`src/rtl/pfd_cp_pkg.sv`:
```
`timescale 1ns/1ps
package pfd_cp_pkg;

   // Pair of request lines produced by the detector core.
   typedef struct packed {
      logic up;
      logic dn;
   } pfd_drive_t;

   // Pump current code value used while a boost window is open.
   function automatic int unsigned boost_code(input int unsigned width);
      return (1 << width) - 1;
   endfunction

endpackage

```
`src/rtl/pfd_detector.sv`:
```
`timescale 1ns/1ps
module pfd_detector
   import pfd_cp_pkg::*;
#(
   parameter int unsigned CLR_DLY = 1
) (
   input  logic       clk,
   input  logic       rst_n,
   input  logic       ref_pulse,
   input  logic       vco_pulse,
   input  logic       standby,
   output pfd_drive_t drive
);

   localparam int unsigned HOLD_W = (CLR_DLY > 1) ? $clog2(CLR_DLY) : 1;

   if (CLR_DLY < 1) begin : g_bad_dly
      $error("pfd_detector: CLR_DLY must be at least 1");
   end

   logic up_q;
   logic dn_q;
   logic both;
   logic clr_now;

   assign both = up_q & dn_q;

   // Overlap length before the joint clear.
   if (CLR_DLY == 1) begin : g_clr_imm
      assign clr_now = both;
   end else begin : g_clr_cnt
      logic [HOLD_W-1:0] hold_q;
      always_ff @(posedge clk or negedge rst_n) begin
         if (!rst_n) begin
            hold_q <= '0;
         end else if (standby || !both || clr_now) begin
            hold_q <= '0;
         end else begin
            hold_q <= hold_q + 1'b1;
         end
      end
      assign clr_now = both && (hold_q == HOLD_W'(CLR_DLY - 1));
   end

   always_ff @(posedge clk or negedge rst_n) begin
      if (!rst_n) begin
         up_q <= 1'b0;
         dn_q <= 1'b0;
      end else if (standby) begin
         up_q <= 1'b0;
         dn_q <= 1'b0;
      end else if (clr_now) begin
         // Joint clear; an event on this edge restarts its own line.
         up_q <= ref_pulse;
         dn_q <= vco_pulse;
      end else begin
         up_q <= up_q | ref_pulse;
         dn_q <= dn_q | vco_pulse;
      end
   end

   assign drive.up = up_q;
   assign drive.dn = dn_q;

endmodule

```
`src/rtl/pump_code_ctrl.sv`:
```
`timescale 1ns/1ps
module pump_code_ctrl
   import pfd_cp_pkg::*;
#(
   parameter int unsigned CODE_W = 3,
   parameter int unsigned WIN_W  = 8
) (
   input  logic              clk,
   input  logic              rst_n,
   input  logic              standby,
   input  logic              ref_pulse,
   input  logic              code_we,
   input  logic [CODE_W-1:0] code_wdata,
   input  logic              fast_en,
   input  logic              div_wr,
   input  logic [WIN_W-1:0]  win_len,
   output logic [CODE_W-1:0] pump_code
);

   localparam logic [CODE_W-1:0] BOOST = CODE_W'(boost_code(CODE_W));

   logic [CODE_W-1:0] code_q;
   logic [WIN_W-1:0]  win_q;
   logic              en_q;
   logic              boost;

   always_ff @(posedge clk or negedge rst_n) begin
      if (!rst_n) begin
         code_q <= '0;
         en_q   <= 1'b0;
      end else begin
         if (code_we) begin
            code_q <= code_wdata;
         end
         en_q <= fast_en;
      end
   end

   // Boost window counted in reference events, restarted by divider writes.
   always_ff @(posedge clk or negedge rst_n) begin
      if (!rst_n) begin
         win_q <= '0;
      end else if (standby) begin
         win_q <= '0;
      end else if (div_wr && fast_en) begin
         win_q <= win_len;
      end else if (ref_pulse && (win_q != '0)) begin
         win_q <= win_q - 1'b1;
      end
   end

   assign boost     = en_q && (win_q != '0);
   assign pump_code = boost ? BOOST : code_q;

endmodule

```
`src/rtl/pfd_cp_ctrl.sv`:
```
`timescale 1ns/1ps
module pfd_cp_ctrl
   import pfd_cp_pkg::*;
#(
   parameter int unsigned CODE_W  = 3,
   parameter int unsigned WIN_W   = 8,
   parameter int unsigned CLR_DLY = 1
) (
   input  logic              clk,
   input  logic              rst_n,
   input  logic              ref_pulse,
   input  logic              vco_pulse,
   input  logic              standby,
   input  logic              code_we,
   input  logic [CODE_W-1:0] code_wdata,
   input  logic              fast_en,
   input  logic              div_wr,
   input  logic [WIN_W-1:0]  win_len,
   output logic              up,
   output logic              dn,
   output logic [CODE_W-1:0] pump_code,
   output logic              pump_oe
);

   if (CODE_W < 1 || CODE_W > 16) begin : g_bad_code
      $error("pfd_cp_ctrl: CODE_W out of range");
   end
   if (WIN_W < 1 || WIN_W > 32) begin : g_bad_win
      $error("pfd_cp_ctrl: WIN_W out of range");
   end

   pfd_drive_t drive;
   logic       oe_q;

   pfd_detector #(
      .CLR_DLY (CLR_DLY)
   ) u_det (
      .clk       (clk),
      .rst_n     (rst_n),
      .ref_pulse (ref_pulse),
      .vco_pulse (vco_pulse),
      .standby   (standby),
      .drive     (drive)
   );

   pump_code_ctrl #(
      .CODE_W (CODE_W),
      .WIN_W  (WIN_W)
   ) u_code (
      .clk        (clk),
      .rst_n      (rst_n),
      .standby    (standby),
      .ref_pulse  (ref_pulse),
      .code_we    (code_we),
      .code_wdata (code_wdata),
      .fast_en    (fast_en),
      .div_wr     (div_wr),
      .win_len    (win_len),
      .pump_code  (pump_code)
   );

   always_ff @(posedge clk or negedge rst_n) begin
      if (!rst_n) begin
         oe_q <= 1'b0;
      end else begin
         oe_q <= !standby;
      end
   end

   assign up      = drive.up;
   assign dn      = drive.dn;
   assign pump_oe = oe_q;

endmodule

```
`config.mk`:
```
export PLATFORM = sky130hd
export DESIGN_NAME = pfd_cp_ctrl
export DESIGN_NICKNAME = d
export VERILOG_FILES = /design/src/rtl/pfd_cp_pkg.sv /design/src/rtl/pfd_detector.sv /design/src/rtl/pump_code_ctrl.sv /design/src/rtl/pfd_cp_ctrl.sv
export SDC_FILE = /design/constraint.sdc
export NUM_CORES = 1
export LEC_CHECK = 0
export BUFFER_PORTS_ARGS = -buffer_cell sky130_fd_sc_hd__buf_2
export CAP_MARGIN = 15
export CORE_MARGIN = 5
export CORE_UTILIZATION = 52
export CTS_CLUSTER_SIZE = 24
export DETAILED_ROUTE_END_ITERATION = 7
export GPL_TIMING_DRIVEN = 0
export PLACE_DENSITY = 0.89
export REMOVE_ABC_BUFFERS = 1
export SLEW_MARGIN = 20
export SYNTH_ARGS = -nofsm -noshare
export SYNTH_HDL_FRONTEND = slang
export SYNTH_SLANG_ARGS = --single-unit
```
`constraint.sdc`:
```
create_clock -name clk -period 4.5 [get_ports clk]
set_clock_uncertainty 0.1 [all_clocks]
set_input_delay 0.9 -clock clk [delete_from_list [all_inputs] [get_ports clk]]
set_output_delay 0.9 -clock clk [all_outputs]
set_load 0.01 [all_outputs]
```
After elaboration in Yosys (flattened, before gate mapping)
Index checks and enable logic that the tools add are counted.
{"block": "word_totals", "register_bits": 15}
{"block": "op_classes", "n_addsub": 1, "muxes": 8, "bitwise_logic": 3, "n_reduce_logical": 6}
{"op": "two-way mux 8 bit", "n": 3}
{"op": "nonzero test 8 bit", "n": 1}
{"op": "subtractor 8 x 1 -> 8 bit, second input constant", "n": 1}
{"op": "two-way mux 1 bit", "n": 4}
{"op": "logical AND 1 bit", "n": 3}
{"op": "two-way mux 3 bit", "n": 1}
{"op": "nonzero test 3 bit", "n": 1}
{"op": "OR 1 bit", "n": 2}
{"op": "bitwise AND 1 bit", "n": 1}
{"op": "logical NOT 1 bit", "n": 1}

Logic depth before layout (Yosys ltp)
Gate-level depths: netlist of the first run.
{"block": "logic_depth", "word_depth": 5, "depth_mapped": 6}

By module
A second synthesis of the first run with hierarchy kept.
{"block": "hier_totals", "cells_unflattened": 82, "area_unflattened_um2": 809.5}
{"module": "pump_code_ctrl", "instances": 1, "cells_per_inst": 70, "area_per_inst_um2": 685.7, "seq_area_each_um2": 300.3}
{"module": "pfd_detector", "instances": 1, "cells_per_inst": 10, "area_per_inst_um2": 95.1, "seq_area_each_um2": 50.0}
{"module": "pfd_cp_ctrl", "instances": 1, "cells_per_inst": 2, "area_per_inst_um2": 28.8, "seq_area_each_um2": 25.0}

Worst setup path before layout of the first run
Ideal clock, no wire load.
{"block": "synth_timing", "path_kind": "reg2out", "start": "reg u_code.win_q[0]", "end": "out pump_code[0]", "arrival_ns": 1.385, "setup_slack_ns": 2.115, "stages_incl_launch_ff": 6, "path_buffers": 0, "path_cell_list": "dfrtp_1 -> inv_1 -> ha_1 -> nor3b_1 -> nand2_1 -> a21o_1"}
{"block": "synth_via", "elab_chain_cells": 3}
{"element": "from (decl)", "line_no": "pump_code_ctrl.sv:23", "source": "logic [WIN_W-1:0] win_q;"}
{"element": "from (signal assigned)", "line_no": "pump_code_ctrl.sv:46", "source": "win_q <= win_len;"}
{"element": "from (signal assigned)", "line_no": "pump_code_ctrl.sv:48", "source": "win_q <= win_q - 1'b1;"}
{"element": "nonzero test 8 bit", "line_no": "pump_code_ctrl.sv:52", "source": "assign boost = en_q && (win_q != '0);"}
{"element": "logical AND 1 bit", "line_no": "pump_code_ctrl.sv:52"}
{"element": "two-way mux 3 bit", "line_no": "pump_code_ctrl.sv:53", "source": "assign pump_code = boost ? BOOST : code_q;"}
{"element": "to (decl)", "line_no": "pfd_cp_ctrl.sv:21", "source": "output logic [CODE_W-1:0] pump_code,"}
No other way between the ends.

Final worst setup path of the first run
{"block": "layout_timing", "start": "reg u_code.win_q[0]", "end": "out pump_code[2]"}
The elaborated chain is that of the path after synthesis.

==> impl_metrics.env, run 1 <==
export IMPL_r2r_setup_slack_ns=2.48
export IMPL_numCtsBuffers=3
export IMPL_wl_um=1550
export IMPL_clock_path_buffers=2
export IMPL_worstPathRequired_ns=3.50
export IMPL_vdd_drop_max_mv=0.236
export IMPL_max_cap_violations=0
export IMPL_tns_ns=0
export IMPL_worst_path_max_fanout=5
export IMPL_drv_slew=0
export IMPL_drc=0
export IMPL_path_clk_slew_ns=0.09
export IMPL_r2r_end="u_code.win_q[0]"
export IMPL_die_area_mm2=0.00235
export IMPL_fmax_ghz=0.329
export IMPL_portBuffers=24
export IMPL_grt_overflow=0
export IMPL_grt_pass1_wl_um=2820
export IMPL_critPathKind="register to primary output"
export IMPL_synthArstFlopShare=1.00
export IMPL_grtUsageTotal=0.142
export IMPL_root_buffer="clkbuf_4"
export IMPL_cts_hold_buffers=0
export IMPL_postCtsSetupBuffers=0
export IMPL_cp_slowest_cell="nor3b_1"
export IMPL_power_density_mw_per_mm2=341
export IMPL_synthFlopType="dfrtp_1"
export IMPL_core_mm2=0.00135
export IMPL_mostFrequentLayoutCell="buf_2"
export IMPL_setup_violations=0
export IMPL_fin_crit_ns=3.04
export IMPL_wire_per_inst_um=13.0
export IMPL_grt_start_max_net_pins=16
export IMPL_vias=662
export IMPL_whs_ns=0.411
export IMPL_rows=13
export IMPL_die_w_um=48.5
export IMPL_place_congestion=0.854
export IMPL_hold_viol=0
export IMPL_clk_latency_ns=0.27
export IMPL_ios=25
export IMPL_maxSlewHeadroom=0.621
export IMPL_end_kind="primary output"
export IMPL_critPathLaunchType="register"
export IMPL_leakagePower_nw=0.436
export IMPL_syn_inst=78
export IMPL_layout_common_cells="buf_2 (24), dfrtp_1 (15), o21ai_0 (8)"
export IMPL_diodes=0
export IMPL_grt_pass1_vias=688
export IMPL_cts_sinks=15
export IMPL_antenna_found_initial=0
export IMPL_fin_crit_sh=0.676
export IMPL_vias_per_cell=5.56
export IMPL_drive_gt1_frac=0.308
export IMPL_n_fill_cell=113
export IMPL_die_h_um=48.5
export IMPL_start_util=0.570
export IMPL_yosysUniqueCellTypes=27
export IMPL_htreeDepth=1
export IMPL_cp_data_arrival_time_ns=2.04
export IMPL_synth_seq_cells=15
export IMPL_avgSynthCellArea_um2=9.87
export IMPL_ctsResizeCount=0
export IMPL_cpPeakStageDelay_ns=0.50
export IMPL_antenna_left=0
export IMPL_r2r_cells=6
export IMPL_status="complete, no violations"
export IMPL_yosys_warnings=0
export IMPL_syn_area_um2=769
export IMPL_dpl_hpwl_um=1170
export IMPL_hold_class="input pin to async pin"
export IMPL_path_cells="inv_1 -> ha_1 -> nor3b_1 -> nand2_1 -> a21o_1 -> buf_2"
export IMPL_synth_edf_count=0
export IMPL_fin_nets=126
export IMPL_rr_startpoint="u_code.win_q[0]"
export IMPL_tightest_slew_ns=0.563
export IMPL_drt_initial_drc_count=7
export IMPL_firstDrtPassIters=4
export IMPL_seq_area_frac_synth=0.488
export IMPL_cts_tree="built"
export IMPL_grt_setup_unrepaired="false"
export IMPL_syn_to_final_growth_pct=20.3
-- synthesized netlist by cell type (all sizes together) (2+ instances only) --
cell type	n	share of area
a211oi	2	0.020
a21o	4	0.039
a21oi	7	0.046
a31oi	3	0.024
dfrtp	15	0.49
ha	2	0.033
inv	5	0.024
mux2	3	0.044
mux2i	2	0.026
nand2	5	0.024
nor2	5	0.024
nor4	3	0.024
o21ai	8	0.052
or4	2	0.024
-- per-layer routing --
metal | GRT usage | routed length, um | vias up | share of wire
met5 | 0 | 0 | - | 0
met4 | 0.0135 | 0 | 0 | 0
met3 | 0.0428 | 97 | 0 | 0.063
met2 | 0.230 | 719 | 19 | 0.47
met1 | 0.192 | 730 | 302 | 0.47
li1 | - | - | 341 | -
-- flip-flops by register name, summed over array words and instances, names as in the netlist --
signal and flops:
pump_oe 1, u_code.code_q 3, u_code.en_q 1, u_code.win_q 8, u_det.dn_q 1, u_det.up_q 1
-- where the power goes --
part	internal, mW	switching (mW)
clock network	0.0343	0.0409
registers	0.148	0.0130
logic	0.0386	0.0416
total	0.221	0.0955
-- worst max-delay path: cells and delay by family, from the launching register on --
family | cells | cell delay, ns
AOI/OAI and AO/OA | 1 | 0.22
adders and majority gates | 1 | 0.19
buffers and inverters | 2 | 0.22
DFF | 1 | 0.41
and+or+nand+nor | 2 | 0.73
-- worst max path at each step --
stage,startpoint,end
after global routing,u_code.win_q[0],pump_code[2]
after floorplan,u_code.win_q[0],pump_code[0]
final,u_code.win_q[0],pump_code[2]
after detailed placement,u_code.win_q[0],pump_code[2]
after CTS,u_code.win_q[0],pump_code[2]
after global placement,u_code.win_q[0],pump_code[2]
-- cell type report --
| cell class | count | area, um^2 | share of cell area |
|---|---|---|---|
| clock buffers | 4 | 26.3 | 0.0284 |
| inverters | 5 | 18.8 | 0.0203 |
| multi-input cells | 56 | 367 | 0.396 |
| flip-flops and latches | 15 | 375 | 0.405 |
| well taps | 15 | 18.8 | 0.0203 |
| repair buffers | 24 | 120 | 0.130 |
-- stage by stage --
stage               area [um^2]  instances  power [mW]  utilization  setup slack [ns]
floorplan                   761         76       0.215            -              2.11
global placement            900        115       0.240        0.666              1.83
detailed placement          900        115       0.244        0.666              1.77
CTS                         926        119       0.318        0.686              1.46
global route                926        119       0.338        0.686              1.33
finish                      926        119       0.316        0.686              1.46
-- cell families after synthesis --
family | after synthesis | synth area share
AOI/OAI and AO/OA | 27 | 0.210
xor gates and xnor gates | 1 | 0.0114
adders and majority gates | 2 | 0.0325
buffers and inverters | 7 | 0.0358
DFF | 15 | 0.488
muxes | 5 | 0.0699
and+or+nand+nor | 21 | 0.153
No activity file was read; power rests on OpenSTA's default activity.
==> run 2: changes to the inputs <==
--- a/config.mk
+++ b/config.mk
@@ -8,11 +8,11 @@
 export BUFFER_PORTS_ARGS = -buffer_cell sky130_fd_sc_hd__buf_2
 export CAP_MARGIN = 15
 export CORE_MARGIN = 5
-export CORE_UTILIZATION = 52
+export CORE_UTILIZATION = 43
 export CTS_CLUSTER_SIZE = 24
 export DETAILED_ROUTE_END_ITERATION = 7
 export GPL_TIMING_DRIVEN = 0
-export PLACE_DENSITY = 0.89
+export PLACE_DENSITY = 0.79
 export REMOVE_ABC_BUFFERS = 1
 export SLEW_MARGIN = 20
 export SYNTH_ARGS = -nofsm -noshare
==> constraint.sdc (replaced) <==
create_clock -name clk -period 2.73 [get_ports clk]
set_clock_uncertainty 0.1 [all_clocks]
set_input_delay 0.546 -clock clk [delete_from_list [all_inputs] [get_ports clk]]
set_output_delay 0.546 -clock clk [all_outputs]
set_load 0.01 [all_outputs]
==> impl_metrics.env, run 2 (synthesized netlist as in run 1, its figures left out) <==
export IMPL_status="complete, no violations"
export IMPL_r2r_setup_slack_ns=0.90
export IMPL_grt_start_max_net_pins=16
export IMPL_root_buffer="clkbuf_4"
export IMPL_setup_slack_ns=0.245
export IMPL_antenna_found_initial=0
export IMPL_final_area_um2=943
export IMPL_path_clk_slew_ns=0.09
export IMPL_tightest_slew_ns=0.549
export IMPL_firstDrtPassIters=4
export IMPL_wire_per_inst_um=11.7
export IMPL_reg_top3="u_code.win_q (8), u_code.code_q (3)"
export IMPL_rows=15
export IMPL_drc=0
export IMPL_die_area_mm2=0.00274
export IMPL_start_util=0.451
export IMPL_tns_ns=0
export IMPL_dpl_worst_slack_ns=0.412
export IMPL_numCtsBuffers=3
export IMPL_fin_nets=126
export IMPL_cp_data_arrival_time_ns=1.84
export IMPL_wl_um=1510
export IMPL_r2r_cells=3
export IMPL_clk_latency_ns=0.28
export IMPL_drive_gt1_frac=0.317
export IMPL_core_mm2=0.00171
export IMPL_postCtsSetupBuffers=0
export IMPL_end_kind="primary output"
export IMPL_grt_setup_unrepaired="false"
export IMPL_n_fill_cell=160
export IMPL_die_w_um=52.3
export IMPL_ios=25
export IMPL_fmax_ghz=0.402
export IMPL_setup_violations=0
export IMPL_drt_initial_drc_count=8
export IMPL_cts_tree="built"
export IMPL_worstPathRequired_ns=2.08
export IMPL_grtUsageTotal=0.131
export IMPL_hold_viol=0
export IMPL_leakagePower_nw=0.439
export IMPL_grt_pass1_wl_um=2630
export IMPL_dpl_hpwl_um=1210
export IMPL_portBuffers=24
export IMPL_fin_util=0.552
export IMPL_die_h_um=52.3
export IMPL_antenna_left=0
export IMPL_critPathKind="register to primary output"
export IMPL_grt_overflow=0
export IMPL_max_cap_violations=0
export IMPL_top_register="u_code.win_q"
export IMPL_maxSlewHeadroom=0.630
export IMPL_vias=662
export IMPL_seq_area_um2=375
export IMPL_rr_startpoint="u_code.win_q[4]"
export IMPL_worst_path_max_fanout=5
export IMPL_htreeDepth=1
export IMPL_clock_path_buffers=2
export IMPL_critPathLaunchType="register"
export IMPL_vdd_drop_max_mv=0.337
export IMPL_syn_to_final_growth_pct=22.6
export IMPL_largest_reg_flops=8
export IMPL_placed_area_um2=912
export IMPL_place_inst=125
export IMPL_multi_input_area_um2=372
export IMPL_fin_crit_ns=2.48
export IMPL_grt_pass1_vias=632
export IMPL_place_congestion=0.743
export IMPL_vias_per_cell=5.13
export IMPL_drv_slew=0
export IMPL_mostFrequentLayoutCell="buf_2"
export IMPL_power_density_mw_per_mm2=554
export IMPL_diodes=0
export IMPL_cts_sinks=15
export IMPL_instances_no_fill=129
export IMPL_hold_class="input pin to async pin"
export IMPL_r2r_end="u_code.win_q[6]"
export IMPL_layout_common_cells="buf_2 (24), dfrtp_1 (15), o21ai_0 (8)"
export IMPL_fin_crit_sh=0.910
run 2: worst max-delay path by stage:
stage	startpoint	end	slack, ns	cells after the start
2_1_floorplan	u_code.win_q[0]	pump_code[0]	0.70	5
3_3_place_gp	u_code.win_q[0]	pump_code[1]	0.45	6
3_5_place_dp	u_code.win_q[0]	pump_code[1]	0.41	6
4_1_cts	u_code.win_q[0]	pump_code[1]	0.08	6
5_1_grt	u_code.win_q[4]	pump_code[1]	0.07	4
6_report	u_code.win_q[4]	pump_code[0]	0.25	4
run 2: layout make-up:
cell class,instances,area share
clock buffers,4,0.0279
inverters,5,0.0199
multi-input cells,56,0.394
flip-flops and latches,15,0.398
well taps,25,0.0332
repair buffers,24,0.127
run 2: repair_timing:
item                                    in CTS  in global routing
resized for setup                            0                  1
endpoints found under the setup margin       0                  3
hold endpoints to repair                     0                  0
hold buffers                                 0                  0
run 2: metal layers:
layer  wire, um  share of wire  vias to the layer above  GRT usage
met5          0              0                        -          0
met4         24          0.016                        0     0.0511
met3         99          0.065                        4     0.0399
met2        755           0.50                       16      0.215
met1        635           0.42                      302      0.159
li1           -              -                      340          -
run 2: per-stage QoR:
step	total power [mW]	hold WS [ns]
after CTS	0.526	0.0517
after global routing	0.561	0.0550
after floorplan	0.355	0.150
after global placement	0.395	0.364
final	0.523	0.0446
after detailed placement	0.400	0.364
run 2: worst max-delay path: stages, from the launching register on:
cell	delay, ns
dfrtp_1	0.43
nor4_1	0.54
nand2_1	0.24
a21o_1	0.22
buf_2	0.13
run 2: power by group:
| part | switching, mW | internal, mW | total, mW |
|---|---|---|---|
| Sequential | 0.0213 | 0.243 | 0.265 |
| Combinational | 0.0676 | 0.0644 | 0.132 |
| Clock | 0.0696 | 0.0567 | 0.126 |
| Total | 0.158 | 0.365 | 0.523 |
==> run 3: changes to the inputs <==
--- a/config.mk
+++ b/config.mk
@@ -9,6 +9,7 @@
 export CAP_MARGIN = 15
 export CORE_MARGIN = 5
 export CORE_UTILIZATION = 43
+export CTS_BUF_LIST = sky130_fd_sc_hd__clkbuf_8 sky130_fd_sc_hd__clkbuf_16
 export CTS_CLUSTER_SIZE = 24
 export DETAILED_ROUTE_END_ITERATION = 7
 export GPL_TIMING_DRIVEN = 0
==> impl_metrics.env, run 3 (synthesized netlist as in run 1, its figures left out) <==
export IMPL_path_clk_slew_ns=0.06
export IMPL_wl_um=1570
export IMPL_drv_slew=0
export IMPL_pwr_share_clk=0.308
export IMPL_fin_crit_ns=2.45
export IMPL_n_fill_cell=159
export IMPL_worstPathRequired_ns=2.08
export IMPL_reg_top3="u_code.win_q (8), u_code.code_q (3)"
export IMPL_cts_sinks=15
export IMPL_numCtsBuffers=3
export IMPL_top_register="u_code.win_q"
export IMPL_leakagePower_nw=0.451
export IMPL_status="complete, no violations"
export IMPL_vdd_drop_max_mv=0.409
export IMPL_drt_initial_drc_count=7
export IMPL_r2r_setup_slack_ns=0.91
export IMPL_diodes=0
export IMPL_place_inst=125
export IMPL_cp_num_buf_inv=1
export IMPL_drive_gt1_frac=0.317
export IMPL_fin_nets=126
export IMPL_antenna_left=0
export IMPL_rows=15
export IMPL_grt_pass1_vias=646
export IMPL_grt_setup_unrepaired="false"
export IMPL_path_cells="nor4_1 -> nand2_1 -> a21o_1 -> buf_2"
export IMPL_cpPeakStageDelay_ns=0.53
export IMPL_critPathKind="register to primary output"
export IMPL_dpl_worst_slack_ns=0.412
export IMPL_dpl_hpwl_um=1210
export IMPL_cts_tree="built"
export IMPL_end_kind="primary output"
export IMPL_hold_class="input pin to async pin"
export IMPL_mostFrequentLayoutCell="buf_2"
export IMPL_swShare=0.290
export IMPL_clock_path_buffers=2
export IMPL_cp_data_arrival_time_ns=1.80
export IMPL_clk_latency_ns=0.25
export IMPL_die_h_um=52.3
export IMPL_p_sw_mw=0.167
export IMPL_layout_common_cells="buf_2 (24), dfrtp_1 (15), o21ai_0 (8)"
export IMPL_cp_slowest_cell="nor4_1"
export IMPL_firstDrtPassIters=4
export IMPL_antenna_found_initial=0
export IMPL_place_congestion=0.743
export IMPL_r2r_end="u_code.win_q[6]"
export IMPL_start_util=0.451
export IMPL_grt_start_max_net_pins=16
export IMPL_wire_per_inst_um=12.1
export IMPL_vias=673
export IMPL_fin_crit_sh=0.896
export IMPL_power_density_mw_per_mm2=598
export IMPL_instances_no_fill=129
export IMPL_p_int_mw=0.408
export IMPL_syn_to_final_growth_pct=25.0
export IMPL_hold_viol=0
export IMPL_cts_hold_buffers=0
export IMPL_pwr_share_seq=0.462
export IMPL_largest_reg_flops=8
export IMPL_grt_pass1_wl_um=2690
export IMPL_die_w_um=52.3
export IMPL_rr_startpoint="u_code.win_q[4]"
export IMPL_cp_top_family="simple AND/OR/NAND/NOR gates"
export IMPL_tightest_slew_ns=0.538
export IMPL_drc=0
export IMPL_htreeDepth=1
export IMPL_grt_overflow=0
export IMPL_maxSlewHeadroom=0.638
export IMPL_grtUsageTotal=0.136
export IMPL_setup_violations=0
export IMPL_critPathLaunchType="register"
export IMPL_ios=25
export IMPL_fmax_ghz=0.409
export IMPL_root_buffer="clkbuf_8"
export IMPL_power_share_combinational=0.230
export IMPL_die_area_mm2=0.00274
export IMPL_worst_path_max_fanout=5
export IMPL_core_mm2=0.00171
export IMPL_max_cap_violations=0
export IMPL_tns_ns=0
export IMPL_setup_slack_ns=0.285
export IMPL_portBuffers=24
export IMPL_vias_per_cell=5.22
export IMPL_r2r_cells=3
## run 3: cell types whose count changed in the layout (fill, tap and decap cells not counted), sizes merged
cell,change
clkbuf,-1
inv,+1
## run 3: per-stage QoR
| stage | hold slack (ns) | total power [mW] | instance area (um^2) | utilization |
|---|---|---|---|---|
| 2_1_floorplan | 0.150 | 0.355 | 761 | - |
| 3_3_place_gp | 0.364 | 0.395 | 912 | 0.534 |
| 3_5_place_dp | 0.364 | 0.400 | 912 | 0.534 |
| 4_1_cts | 0.0947 | 0.580 | 957 | 0.560 |
| 5_1_grt | 0.112 | 0.610 | 962 | 0.563 |
| 6_report | 0.0838 | 0.575 | 962 | 0.563 |
## run 3: power groups by stage
stage               logic [mW]  clock network [mW]  registers (mW)
floorplan               0.0895                   0           0.266
global placement         0.128                   0           0.267
detailed placement       0.132                   0           0.269
CTS                      0.133               0.181           0.265
global route             0.151               0.189           0.270
finish                   0.132               0.177           0.266
## run 3: worst register-to-register path: stages, from the launching register on
cell     delay [ns]
dfrtp_1        0.42
or4_4          0.56
or4_1          0.50
a31oi_1        0.17
## run 3: cell type report
type / instances / area (um^2) / area share
inverter: 5 / 18.8 / 0.0195
sequential: 15 / 375 / 0.390
timing repair buffer: 24 / 120 / 0.125
clock buffer: 3 / 41.3 / 0.0429
multi-input combinational: 56 / 372 / 0.386
tap: 25 / 31.3 / 0.0325
clock inverter: 1 / 3.75 / 0.00390
## run 3: timing repair
action | CTS | global route
buffers inserted | 0 | 0
resized for setup | 0 | 1
endpoints found under the setup margin | 0 | 3
## run 3: how the worst max path moves through the flow
stage,from,end,slack [ns],depth (start not counted)
2_1_floorplan,u_code.win_q[0],pump_code[0],0.70,5
3_3_place_gp,u_code.win_q[0],pump_code[1],0.45,6
3_5_place_dp,u_code.win_q[0],pump_code[1],0.41,6
4_1_cts,u_code.win_q[0],pump_code[1],0.12,6
5_1_grt,u_code.win_q[4],pump_code[1],0.12,4
6_report,u_code.win_q[4],pump_code[0],0.28,4
## run 3: metal layers
metal	GRT usage	up-vias	wire length, um
li1	-	338	-
met1	0.157	313	654
met2	0.229	18	780
met3	0.0399	4	106
met4	0.0638	0	26
met5	0	-	0
